### src/rtl/vc_pkg.sv
package vc_pkg;

    typedef enum logic [0:0] {
        ST_IDLE    = 1'b0,
        ST_WB_WAIT = 1'b1
    } vc_state_e;

endpackage

### src/rtl/vc_tag_match.sv
module vc_tag_match #(
    parameter int NUM_ENTRIES = 4,
    parameter int ADDR_W      = 26,
    parameter int IDX_W       = 2
) (
    input  logic                                 clk,
    input  logic                                 rst_n,
    input  logic [NUM_ENTRIES-1:0]               valid_i,
    input  logic [NUM_ENTRIES-1:0][ADDR_W-1:0]   addr_i,
    input  logic [ADDR_W-1:0]                    probe_i,
    output logic                                 hit_o,
    output logic [IDX_W-1:0]                     idx_o
);

    logic [NUM_ENTRIES-1:0] match;

    // full line address compare: no index bits exist
    for (genvar g = 0; g < NUM_ENTRIES; g++) begin : g_cmp
        assign match[g] = valid_i[g] && (addr_i[g] == probe_i);
    end

    always_comb begin
        idx_o = '0;
        for (int i = 0; i < NUM_ENTRIES; i++) begin
            if (match[i]) idx_o = IDX_W'(i);
        end
    end

    assign hit_o = |match;

    // placement never lets an address sit in two entries
    assert_unique_tag_R3: assert property (@(posedge clk) disable iff (!rst_n)
        $onehot0(match));

endmodule

### src/rtl/vc_lru.sv
module vc_lru #(
    parameter int NUM_ENTRIES = 4,
    parameter int IDX_W       = 2
) (
    input  logic                   clk,
    input  logic                   rst_n,
    input  logic [NUM_ENTRIES-1:0] valid_i,
    input  logic                   touch_en_i,
    input  logic [IDX_W-1:0]       touch_idx_i,
    output logic [IDX_W-1:0]       repl_idx_o
);

    localparam logic [IDX_W-1:0] OLDEST = IDX_W'(NUM_ENTRIES - 1);

    logic [IDX_W-1:0]       age_q [NUM_ENTRIES];
    logic [NUM_ENTRIES-1:0] is_old;

    // ages form a permutation of 0..N-1; 0 is most recent
    always_ff @(posedge clk) begin
        if (!rst_n) begin
            for (int i = 0; i < NUM_ENTRIES; i++) age_q[i] <= IDX_W'(i);
        end else if (touch_en_i) begin
            for (int i = 0; i < NUM_ENTRIES; i++) begin
                if (IDX_W'(i) == touch_idx_i)
                    age_q[i] <= '0;
                else if (age_q[i] < age_q[touch_idx_i])
                    age_q[i] <= age_q[i] + 1'b1;
            end
        end
    end

    for (genvar g = 0; g < NUM_ENTRIES; g++) begin : g_old
        assign is_old[g] = (age_q[g] == OLDEST);
    end

    always_comb begin
        repl_idx_o = '0;
        for (int i = 0; i < NUM_ENTRIES; i++) begin
            if (is_old[i]) repl_idx_o = IDX_W'(i);
        end
        // an invalid entry, lowest index, wins over the oldest one
        for (int i = NUM_ENTRIES - 1; i >= 0; i--) begin
            if (!valid_i[i]) repl_idx_o = IDX_W'(i);
        end
    end

    // exactly one entry holds the least-recent position
    assert_single_lru_R4: assert property (@(posedge clk) disable iff (!rst_n)
        $countones(is_old) == 1);

endmodule

### src/rtl/victim_cache.sv
module victim_cache
    import vc_pkg::*;
#(
    parameter int NUM_ENTRIES = 4,
    parameter int ADDR_W      = 26,
    parameter int DATA_W      = 32,
    parameter bit VICTIM_MODE = 1'b1
) (
    input  logic              clk,
    input  logic              rst_n,
    input  logic              lk_valid,
    output logic              lk_ready,
    input  logic [ADDR_W-1:0] lk_addr,
    output logic              rsp_valid,
    output logic              rsp_hit,
    output logic              rsp_dirty,
    output logic [DATA_W-1:0] rsp_data,
    input  logic              ins_valid,
    output logic              ins_ready,
    input  logic [ADDR_W-1:0] ins_addr,
    input  logic [DATA_W-1:0] ins_data,
    input  logic              ins_dirty,
    output logic              wb_valid,
    input  logic              wb_ready,
    output logic [ADDR_W-1:0] wb_addr,
    output logic [DATA_W-1:0] wb_data
);

    localparam int IDX_W = (NUM_ENTRIES > 1) ? $clog2(NUM_ENTRIES) : 1;

    // entry storage
    logic [NUM_ENTRIES-1:0]             ent_valid;
    logic [NUM_ENTRIES-1:0]             ent_dirty;
    logic [NUM_ENTRIES-1:0][ADDR_W-1:0] ent_addr;
    logic [NUM_ENTRIES-1:0][DATA_W-1:0] ent_data;

    vc_state_e state_q, state_nx;

    // freed slot after a victim-mode hit, pending insert during write-back
    logic              hold_vld_q;
    logic [IDX_W-1:0]  hold_idx_q;
    logic [IDX_W-1:0]  vic_idx_q;
    logic [ADDR_W-1:0] pend_addr_q;
    logic [DATA_W-1:0] pend_data_q;
    logic              pend_dirty_q;

    logic              lk_hit, ins_hit;
    logic [IDX_W-1:0]  lk_idx, ins_idx, repl_idx;
    logic              lk_fire, ins_fire, needs_wb, ins_dirty_eff;
    logic [IDX_W-1:0]  slot;
    logic              w_en, kill_en, touch_en;
    logic [IDX_W-1:0]  w_idx, touch_idx;
    logic [ADDR_W-1:0] w_addr;
    logic [DATA_W-1:0] w_data;
    logic              w_dirty;

    vc_tag_match #(.NUM_ENTRIES(NUM_ENTRIES), .ADDR_W(ADDR_W), .IDX_W(IDX_W)) u_lk_match (
        .clk(clk), .rst_n(rst_n), .valid_i(ent_valid), .addr_i(ent_addr),
        .probe_i(lk_addr), .hit_o(lk_hit), .idx_o(lk_idx));

    vc_tag_match #(.NUM_ENTRIES(NUM_ENTRIES), .ADDR_W(ADDR_W), .IDX_W(IDX_W)) u_ins_match (
        .clk(clk), .rst_n(rst_n), .valid_i(ent_valid), .addr_i(ent_addr),
        .probe_i(ins_addr), .hit_o(ins_hit), .idx_o(ins_idx));

    vc_lru #(.NUM_ENTRIES(NUM_ENTRIES), .IDX_W(IDX_W)) u_lru (
        .clk(clk), .rst_n(rst_n), .valid_i(ent_valid), .touch_en_i(touch_en),
        .touch_idx_i(touch_idx), .repl_idx_o(repl_idx));

    // insert placement priority: same address, freed slot, invalid, LRU
    always_comb begin
        ins_dirty_eff = VICTIM_MODE ? ins_dirty : 1'b0;
        if (ins_hit)         slot = ins_idx;
        else if (hold_vld_q) slot = hold_idx_q;
        else                 slot = repl_idx;
        needs_wb = !ins_hit && !hold_vld_q && ent_valid[slot] && ent_dirty[slot];
    end

    // state register
    always_ff @(posedge clk) begin
        if (!rst_n) state_q <= ST_IDLE;
        else        state_q <= state_nx;
    end

    always_comb begin
        state_nx = state_q;
        unique case (state_q)
            ST_IDLE:    if (ins_fire && needs_wb) state_nx = ST_WB_WAIT;
            ST_WB_WAIT: if (wb_ready)             state_nx = ST_IDLE;
            default:                              state_nx = ST_IDLE;
        endcase
    end

    // outputs and write-port decode
    always_comb begin
        lk_ready  = 1'b0;
        ins_ready = 1'b0;
        wb_valid  = 1'b0;
        w_en      = 1'b0;
        w_idx     = slot;
        w_addr    = ins_addr;
        w_data    = ins_data;
        w_dirty   = ins_hit ? (ent_dirty[ins_idx] | ins_dirty_eff) : ins_dirty_eff;
        unique case (state_q)
            ST_IDLE: begin
                lk_ready  = 1'b1;
                ins_ready = !lk_valid;
                w_en      = ins_valid && !lk_valid && !needs_wb;
            end
            ST_WB_WAIT: begin
                wb_valid = 1'b1;
                w_en     = wb_ready;
                w_idx    = vic_idx_q;
                w_addr   = pend_addr_q;
                w_data   = pend_data_q;
                w_dirty  = pend_dirty_q;
            end
            default: ;
        endcase
        lk_fire   = lk_valid && lk_ready;
        ins_fire  = ins_valid && ins_ready;
        kill_en   = VICTIM_MODE && lk_fire && lk_hit;
        touch_en  = w_en || (!VICTIM_MODE && lk_fire && lk_hit);
        touch_idx = w_en ? w_idx : lk_idx;
        wb_addr   = ent_addr[vic_idx_q];
        wb_data   = ent_data[vic_idx_q];
    end

    // entry storage update
    always_ff @(posedge clk) begin
        if (!rst_n) begin
            ent_valid <= '0;
            ent_dirty <= '0;
            ent_addr  <= '0;
            ent_data  <= '0;
        end else begin
            if (kill_en) ent_valid[lk_idx] <= 1'b0;
            if (w_en) begin
                ent_valid[w_idx] <= 1'b1;
                ent_dirty[w_idx] <= w_dirty;
                ent_addr[w_idx]  <= w_addr;
                ent_data[w_idx]  <= w_data;
            end
        end
    end

    // control registers and lookup response
    always_ff @(posedge clk) begin
        if (!rst_n) begin
            hold_vld_q   <= 1'b0;
            hold_idx_q   <= '0;
            vic_idx_q    <= '0;
            pend_addr_q  <= '0;
            pend_data_q  <= '0;
            pend_dirty_q <= 1'b0;
            rsp_valid    <= 1'b0;
            rsp_hit      <= 1'b0;
            rsp_dirty    <= 1'b0;
            rsp_data     <= '0;
        end else begin
            if (ins_fire) begin
                hold_vld_q <= 1'b0;
            end else if (kill_en) begin
                hold_vld_q <= 1'b1;
                hold_idx_q <= lk_idx;
            end
            if (ins_fire && needs_wb) begin
                vic_idx_q    <= slot;
                pend_addr_q  <= ins_addr;
                pend_data_q  <= ins_data;
                pend_dirty_q <= ins_dirty_eff;
            end
            rsp_valid <= lk_fire;
            rsp_hit   <= lk_fire && lk_hit;
            rsp_dirty <= lk_fire && lk_hit && ent_dirty[lk_idx];
            rsp_data  <= ent_data[lk_idx];
        end
    end

    // a hit is only reported inside a response cycle
    assert_hit_in_rsp_R2: assert property (@(posedge clk) disable iff (!rst_n)
        rsp_hit |-> rsp_valid);

    // an unaccepted write-back keeps its line steady
    assert_wb_hold_R6: assert property (@(posedge clk) disable iff (!rst_n)
        wb_valid && !wb_ready |=> wb_valid && $stable(wb_addr) && $stable(wb_data));

    // nothing is taken while a write-back is outstanding
    assert_busy_blocks_R6: assert property (@(posedge clk) disable iff (!rst_n)
        wb_valid |-> !ins_ready && !lk_ready);

    // a lookup in the same cycle holds the insert back
    assert_lookup_first_R9: assert property (@(posedge clk) disable iff (!rst_n)
        lk_valid |-> !ins_ready);

    if (!VICTIM_MODE) begin : g_mc_chk
        // miss-cache entries are clean and never written back
        assert_mc_clean_R8: assert property (@(posedge clk) disable iff (!rst_n)
            !wb_valid && !(rsp_valid && rsp_dirty));
    end

endmodule

### config.mk
export PLATFORM = sky130hd
export DESIGN_NAME = victim_cache
export DESIGN_NICKNAME = d
export VERILOG_FILES = /design/src/rtl/vc_pkg.sv /design/src/rtl/vc_tag_match.sv /design/src/rtl/vc_lru.sv /design/src/rtl/victim_cache.sv
export SDC_FILE = /design/constraint.sdc
export NUM_CORES = 1
export LEC_CHECK = 0
export BUFFER_PORTS_ARGS = -buffer_cell sky130_fd_sc_hd__buf_2
export CAP_MARGIN = 20
export CORE_UTILIZATION = 50
export CTS_CLUSTER_DIAMETER = 60
export DETAILED_ROUTE_END_ITERATION = 10
export PLACE_DENSITY = 0.69
export SLEW_MARGIN = 20
export SYNTH_ARGS = -nofsm -noshare
export SYNTH_HDL_FRONTEND = slang
export SYNTH_HIERARCHICAL = 1
export SYNTH_SLANG_ARGS = --single-unit
### constraint.sdc
create_clock -name clk -period 5 [get_ports clk]
set_input_delay 0.25 -clock clk [delete_from_list [all_inputs] [get_ports clk]]
set_output_delay 0.25 -clock clk [all_outputs]
set_load 0.03 [all_outputs]
=== Word level (Yosys, flattened, before mapping) ===
Memories as Yosys holds them, arrays and structs flattened.
Cells that the tools add are included.
Widths: inputs -> output; s select.

* Reduce and logical (&&, ||, !) cells: 29
* Mux-type cells: 101
* Order comparisons: 11
* $add $sub $neg: 4
* Equality and inequality tests: 14
* Bitwise gates (word level): 15

{| class="wikitable"
|+ Operator list
! cell !! number
|-
| $eq 26x26->1 || 8
|-
| $bmux 32 s2 || 2
|-
| $bwmux 128 || 1
|-
| $mux 32 || 4
|-
| $bwmux 104 || 1
|-
| $mux 26 || 3
|-
| $demux 32 s2 || 1
|-
| $mux 1 || 53
|-
| $bmux 26 s2 || 1
|-
| $demux 26 s2 || 1
|-
| $mux 2 || 22
|-
| $logic_and 1x1->1 || 20
|-
| $lt 2x3->1 const B || 5
|-
| $mux 4 || 3
|-
| $or 1x1->1 || 9
|-
| $add 2x1->2 const B || 4
|-
| $bmux 1 s2 || 4
|-
| $lt 2x2->1 || 4
|-
| $reduce_or 4->1 || 2
|-
| $eq 2x2->1 const B || 3
|-
| $and 4x4->4 || 1
|-
| $bwmux 4 || 1
|-
| $demux 1 s2 || 2
|-
| $eq 2x2->1 const A || 2
|-
| other kinds (10) || 17
|}

* Input port bits: 90
* Memory bits (writable): 8
* Output and inout bits: 96
* Memories kept: 1
* Word-level logic and storage cells: 196
* Flip-flop bits (word level): 340

{| class="wikitable"
|+ Memories
! memory !! words !! bits a word !! rd ports !! clocked after Yosys merged registers in !! wr ports !! line !! source
|-
| u_lru.age_q || 4 || 2 || 5 || 0 || 4 || vc_lru.sv:15 || <nowiki>logic [IDX_W-1:0] age_q [NUM_ENTRIES];</nowiki>
|}

=== Depth between registers and ports, before layout ===
An unclocked memory read counts as a cell.

* Depth in word-level cells: 27
* Depth in mapped cells: 21

=== Modules after synthesis ===
The synthesis kept the hierarchy.

{| class="wikitable"
|+ Modules (own cells, without submodules)
! module !! times used !! area an instance (um2) !! cells each !! seq. area each (um2)
|-
| victim_cache || 1 || 15260.9 || 1355 || 6806.5
|-
| vc_tag_match || 2 || 1228.7 || 150 || 0.0
|-
| vc_lru || 1 || 725.7 || 73 || 240.2
|}

=== Worst setup path before layout ===
Ideal clock, no wire load.

* Path kind: reg-to-reg
* From: register ent_addr[70] (netlist bit)
* To: memory u_lru.age_q[3][0] (enable)
* Period minus slack after synthesis: 4.407 ns
* Data required time: 4.745 ns
* Buffers on the path: 2
* Arrival: 4.151 ns
* Cell stages (with the launch flop): 19
* Setup slack: 0.593 ns
* Setup time: 0.255 ns
* Cells stage by stage: dfxtp_1 > xnor2_2 > nand4_1 > nor4_1 > nand4_1 > nand4_1 > clkbuf_1 > nand2b_1 > or2_2 > and3_4 > o311ai_4 > nor2_1 > nor2_1 > buf_4 > mux4_2 > inv_1 > ha_1 > o311ai_0 > a311o_1

{| class="wikitable"
|+ RTL lines
! item !! line !! source
|-
| start: declaration || victim_cache.sv:34 || <nowiki>logic [NUM_ENTRIES-1:0][ADDR_W-1:0] ent_addr;</nowiki>
|-
| start signal: indexed assignment || victim_cache.sv:140 || <nowiki>ent_addr[w_idx] <= w_addr;</nowiki>
|-
| end: declaration || vc_lru.sv:15 ||
|}

==> impl_metrics.tcl <==
set metrics [dict create \
    grtUsageTotal_pct 27.5 \
    holdPathStages 3 \
    area_growth_pct 14.5 \
    critPathMaxFanout 11 \
    synth-seq-area-share_pct 38.2 \
    chipWidth_um 194 \
    path_class "reg -> reg" \
    cp.required_ps 5220 \
    worst_slew_pin_slew_ps 881 \
    clk_slew_on_worst_s_h_paths_ps 60 \
    die_h_um 194 \
    grt_overflow 0 \
    min_path_type "in -> reg" \
    ys_ff_latch 348 \
    layout.cells.most_common "sky130_fd_sc_hd__dfxtp_1" \
    detail_route.wl_per_cell_um 22.1 \
    peakVddDrop_uv 187 \
    count_of_yosys_warnings_during_synthesis 6 \
    grt_antenna_before_repair 6 \
    cts-root-buf "sky130_fd_sc_hd__clkbuf_16" \
    insertion_delay_ps 540 \
    layout_cells_sized_above_1_pct 23.6 \
    layout.cells.most_common_list "sky130_fd_sc_hd__dfxtp_1 (337), sky130_fd_sc_hd__nand2_1 (317), sky130_fd_sc_hd__mux2i_1 (298)" \
    first_global_vias 13800 \
    top_level_ports 186 \
    max_clock_freq_mhz 216 \
    arrival_ps 4850 \
    numPortBuffers 185 \
    fin_crit_ps 4630 \
    power.leakage_nw 8.52 \
    synthArstFlopShare_pct 0 \
    post_synth_instance_area_mm2 0.0184 \
    synthesized_netlist_net_count 1825 \
    cap_viol_max_count 0 \
    power.density_cell_area_mw_per_mm2 307 \
    synth.largest_area_cell "sky130_fd_sc_hd__dfxtp_1" \
    max-slew-margin-rel_pct 40.7 \
    synth.distinct_cells 63 \
    final_antenna_net_count 0 \
    pre_cts_ws_ps 329 \
    synth_area_per_cell_um2 10.7 \
    fin_skew_ps 22.3 \
    critPathCaptureType "flip-flop" \
    finalNetCount 1984 \
    cts_setup_buffers 0 \
    finalWeightedCongestion 1.05 \
    grt_max_degree 159 \
    clock_tree_from_tritoncts "done" \
    route.detailed.drc 0 \
    report.final.setup_viol 0 \
    initial_utilization_pct 51.4 \
    timing.critical_path.from_type "flip-flop" \
    run_status "finished clean" \
    tritoncts_num_sinks 348 \
    grt_pass1_wl_mm 80.7 \
    syn-instance-count 1728 \
    ctsLongestPathBuffers 3 \
    period_share_pct 92.7 \
    detailroute.via_count 13700 \
    r2r_cells 16 \
    drt_wl_total_mm 52.5 \
    htree_levels 2 \
    final-max-slew-violation-count 0 \
    setup_repair_after_global_routing_missed_its_margin "false" \
    final-hold-violation-count 0 \
    setup_total_negative_slack_ps 0 \
    top_ff_cell_synth "sky130_fd_sc_hd__dfxtp_1" \
    path_cells "xor2_1 > nor4_1 > nand4_1 > nand4_1 > buf_4 > or3_1 > and3_4 > o311ai_4 > inv_2 > nor2_1 > nor2_1 > mux4_2 > inv_1 > ha_1 > or3_1 > o221ai_1" \
    detailedRoute.firstPassIterationCount 7 \
    synth_top_cell_area_share_pct 36.9 \
    timing.final.ws_setup_ps 365 \
    place_hpwl_mm 36.2 \
    worst_path_largest_cell_delay_ps 450 \
    core_area_mm2 0.0359 \
    rows 69 \
    design.die.area_mm2 0.0377 \
    cts_inserted_buffers 41 \
    netlist_top_cells_area "sky130_fd_sc_hd__dfxtp_1 (37%), sky130_fd_sc_hd__mux2i_1 (16%), sky130_fd_sc_hd__mux4_2 (11%)" \
    synth_edf_count 8 \
    slowest_stage "sky130_fd_sc_hd__xor2_1" \
    detail_route.iter0.violations 847 \
    finalPower_mw 6.50 \
    post_drt_via_cell_ratio 5.75 \
]
## flip-flops by register name (all words and copies together) (netlist names), 2 cells and up
name,count
ent_valid,4
pend_addr_q,26
ent_data,128
ent_addr,104
rsp_data,32
pend_data_q,32
hold_idx_q,2
u_lru/age_q,8
vic_idx_q,2
ent_dirty,4
## layout make-up
class                           count  area, um^2
Fill cell                        3035       14800
Multi-Input combinational cell   1247       10700
Sequential cell                   348        7060
Timing Repair Buffer              239        1460
Clock buffer                       62        1220
Tap cell                          461         577
Clock inverter                     11         111
Inverter                           10        37.5
Antenna cell                        1        2.50
## critical path: cells and delay by family (launching register included)
| family | cells | cell delay, ps |
|---|---|---|
| AO/OA/AOI/OAI | 2 | 680 |
| AND/OR/NAND/NOR | 8 | 1730 |
| buffers and inverters | 3 | 540 |
| adder cells (fa/ha/maj) | 1 | 210 |
| flip-flops | 1 | 410 |
| XOR/XNOR | 1 | 450 |
| multiplexers | 1 | 320 |
## metrics by stage
stage	hold WS, ps	util, %	cell area (um^2)	std cells
2_1_floorplan	416	-	18400	1728
3_3_place_gp	449	54.5	19600	2281
3_5_place_dp	460	54.5	19600	2281
4_1_cts	0.211	58.8	21100	2378
5_1_grt	16.7	58.8	21100	2378
6_report	10.2	58.8	21100	2379
## timing repair
action,CTS,global route
gates resized for setup,0,0
endpoints found under the hold margin,24,0
hold buffers,24,0
## layer usage
metal  up-vias  wire length [um]  track usage, %
met5         -                68               0
met4        10              1480            8.67
met3       101              3600            5.17
met2       500             25200            46.7
met1      6691             22200            35.4
li1       6369                 -               -
## cells by family after synthesis
group                    after synthesis  share of synthesized area (%)
AO/OA/AOI/OAI                         45                           1.97
XOR/XNOR                             208                           10.0
adder cells (fa/ha/maj)                7                          0.475
buffers and inverters                133                           4.22
flip-flops                           348                           38.2
multiplexers                         452                           31.3
AND/OR/NAND/NOR                      535                           13.8
## path summary, 6_finish.rpt
check / endpoint / start / slack, ps
worst max-delay path: u_lru/age_q[1][0] / ent_addr[101] / 370
worst min-delay path: pend_data_q[7] / ins_data[7] / 10
worst max register to register: u_lru/age_q[1][0] / ent_addr[101] / 370
worst min register to register: ent_data[89] / ent_data[89] / 470
## power breakdown
| part | internal, mW | switching, mW | total [mW] |
|---|---|---|---|
| Clock | 1.74 | 1.18 | 2.92 |
| Combinational | 0.279 | 0.417 | 0.696 |
| Sequential | 2.83 | 0.0485 | 2.88 |
| Total | 4.85 | 1.64 | 6.50 |
## Yosys cell counts, types with 5 or more instances
cell type                    n
sky130_fd_sc_hd__a21boi_0    5
sky130_fd_sc_hd__a21oi_1     5
sky130_fd_sc_hd__and2_1     36
sky130_fd_sc_hd__buf_1      12
sky130_fd_sc_hd__buf_2      14
sky130_fd_sc_hd__buf_4       5
sky130_fd_sc_hd__buf_6      23
sky130_fd_sc_hd__buf_8       6
sky130_fd_sc_hd__clkbuf_1   61
sky130_fd_sc_hd__dfxtp_1   340
sky130_fd_sc_hd__edfxtp_1    8
sky130_fd_sc_hd__ha_1        7
sky130_fd_sc_hd__inv_1       9
sky130_fd_sc_hd__mux2_2     58
sky130_fd_sc_hd__mux2i_1   298
sky130_fd_sc_hd__mux4_2     94
sky130_fd_sc_hd__nand2_1   318
sky130_fd_sc_hd__nand4_1    43
sky130_fd_sc_hd__nor2_1     12
sky130_fd_sc_hd__nor2b_1    64
sky130_fd_sc_hd__nor3_1     12
sky130_fd_sc_hd__nor4_1     23
sky130_fd_sc_hd__o21a_1      5
sky130_fd_sc_hd__xnor2_1   116
sky130_fd_sc_hd__xor2_1     88
(Power assumes the default switching activity.)
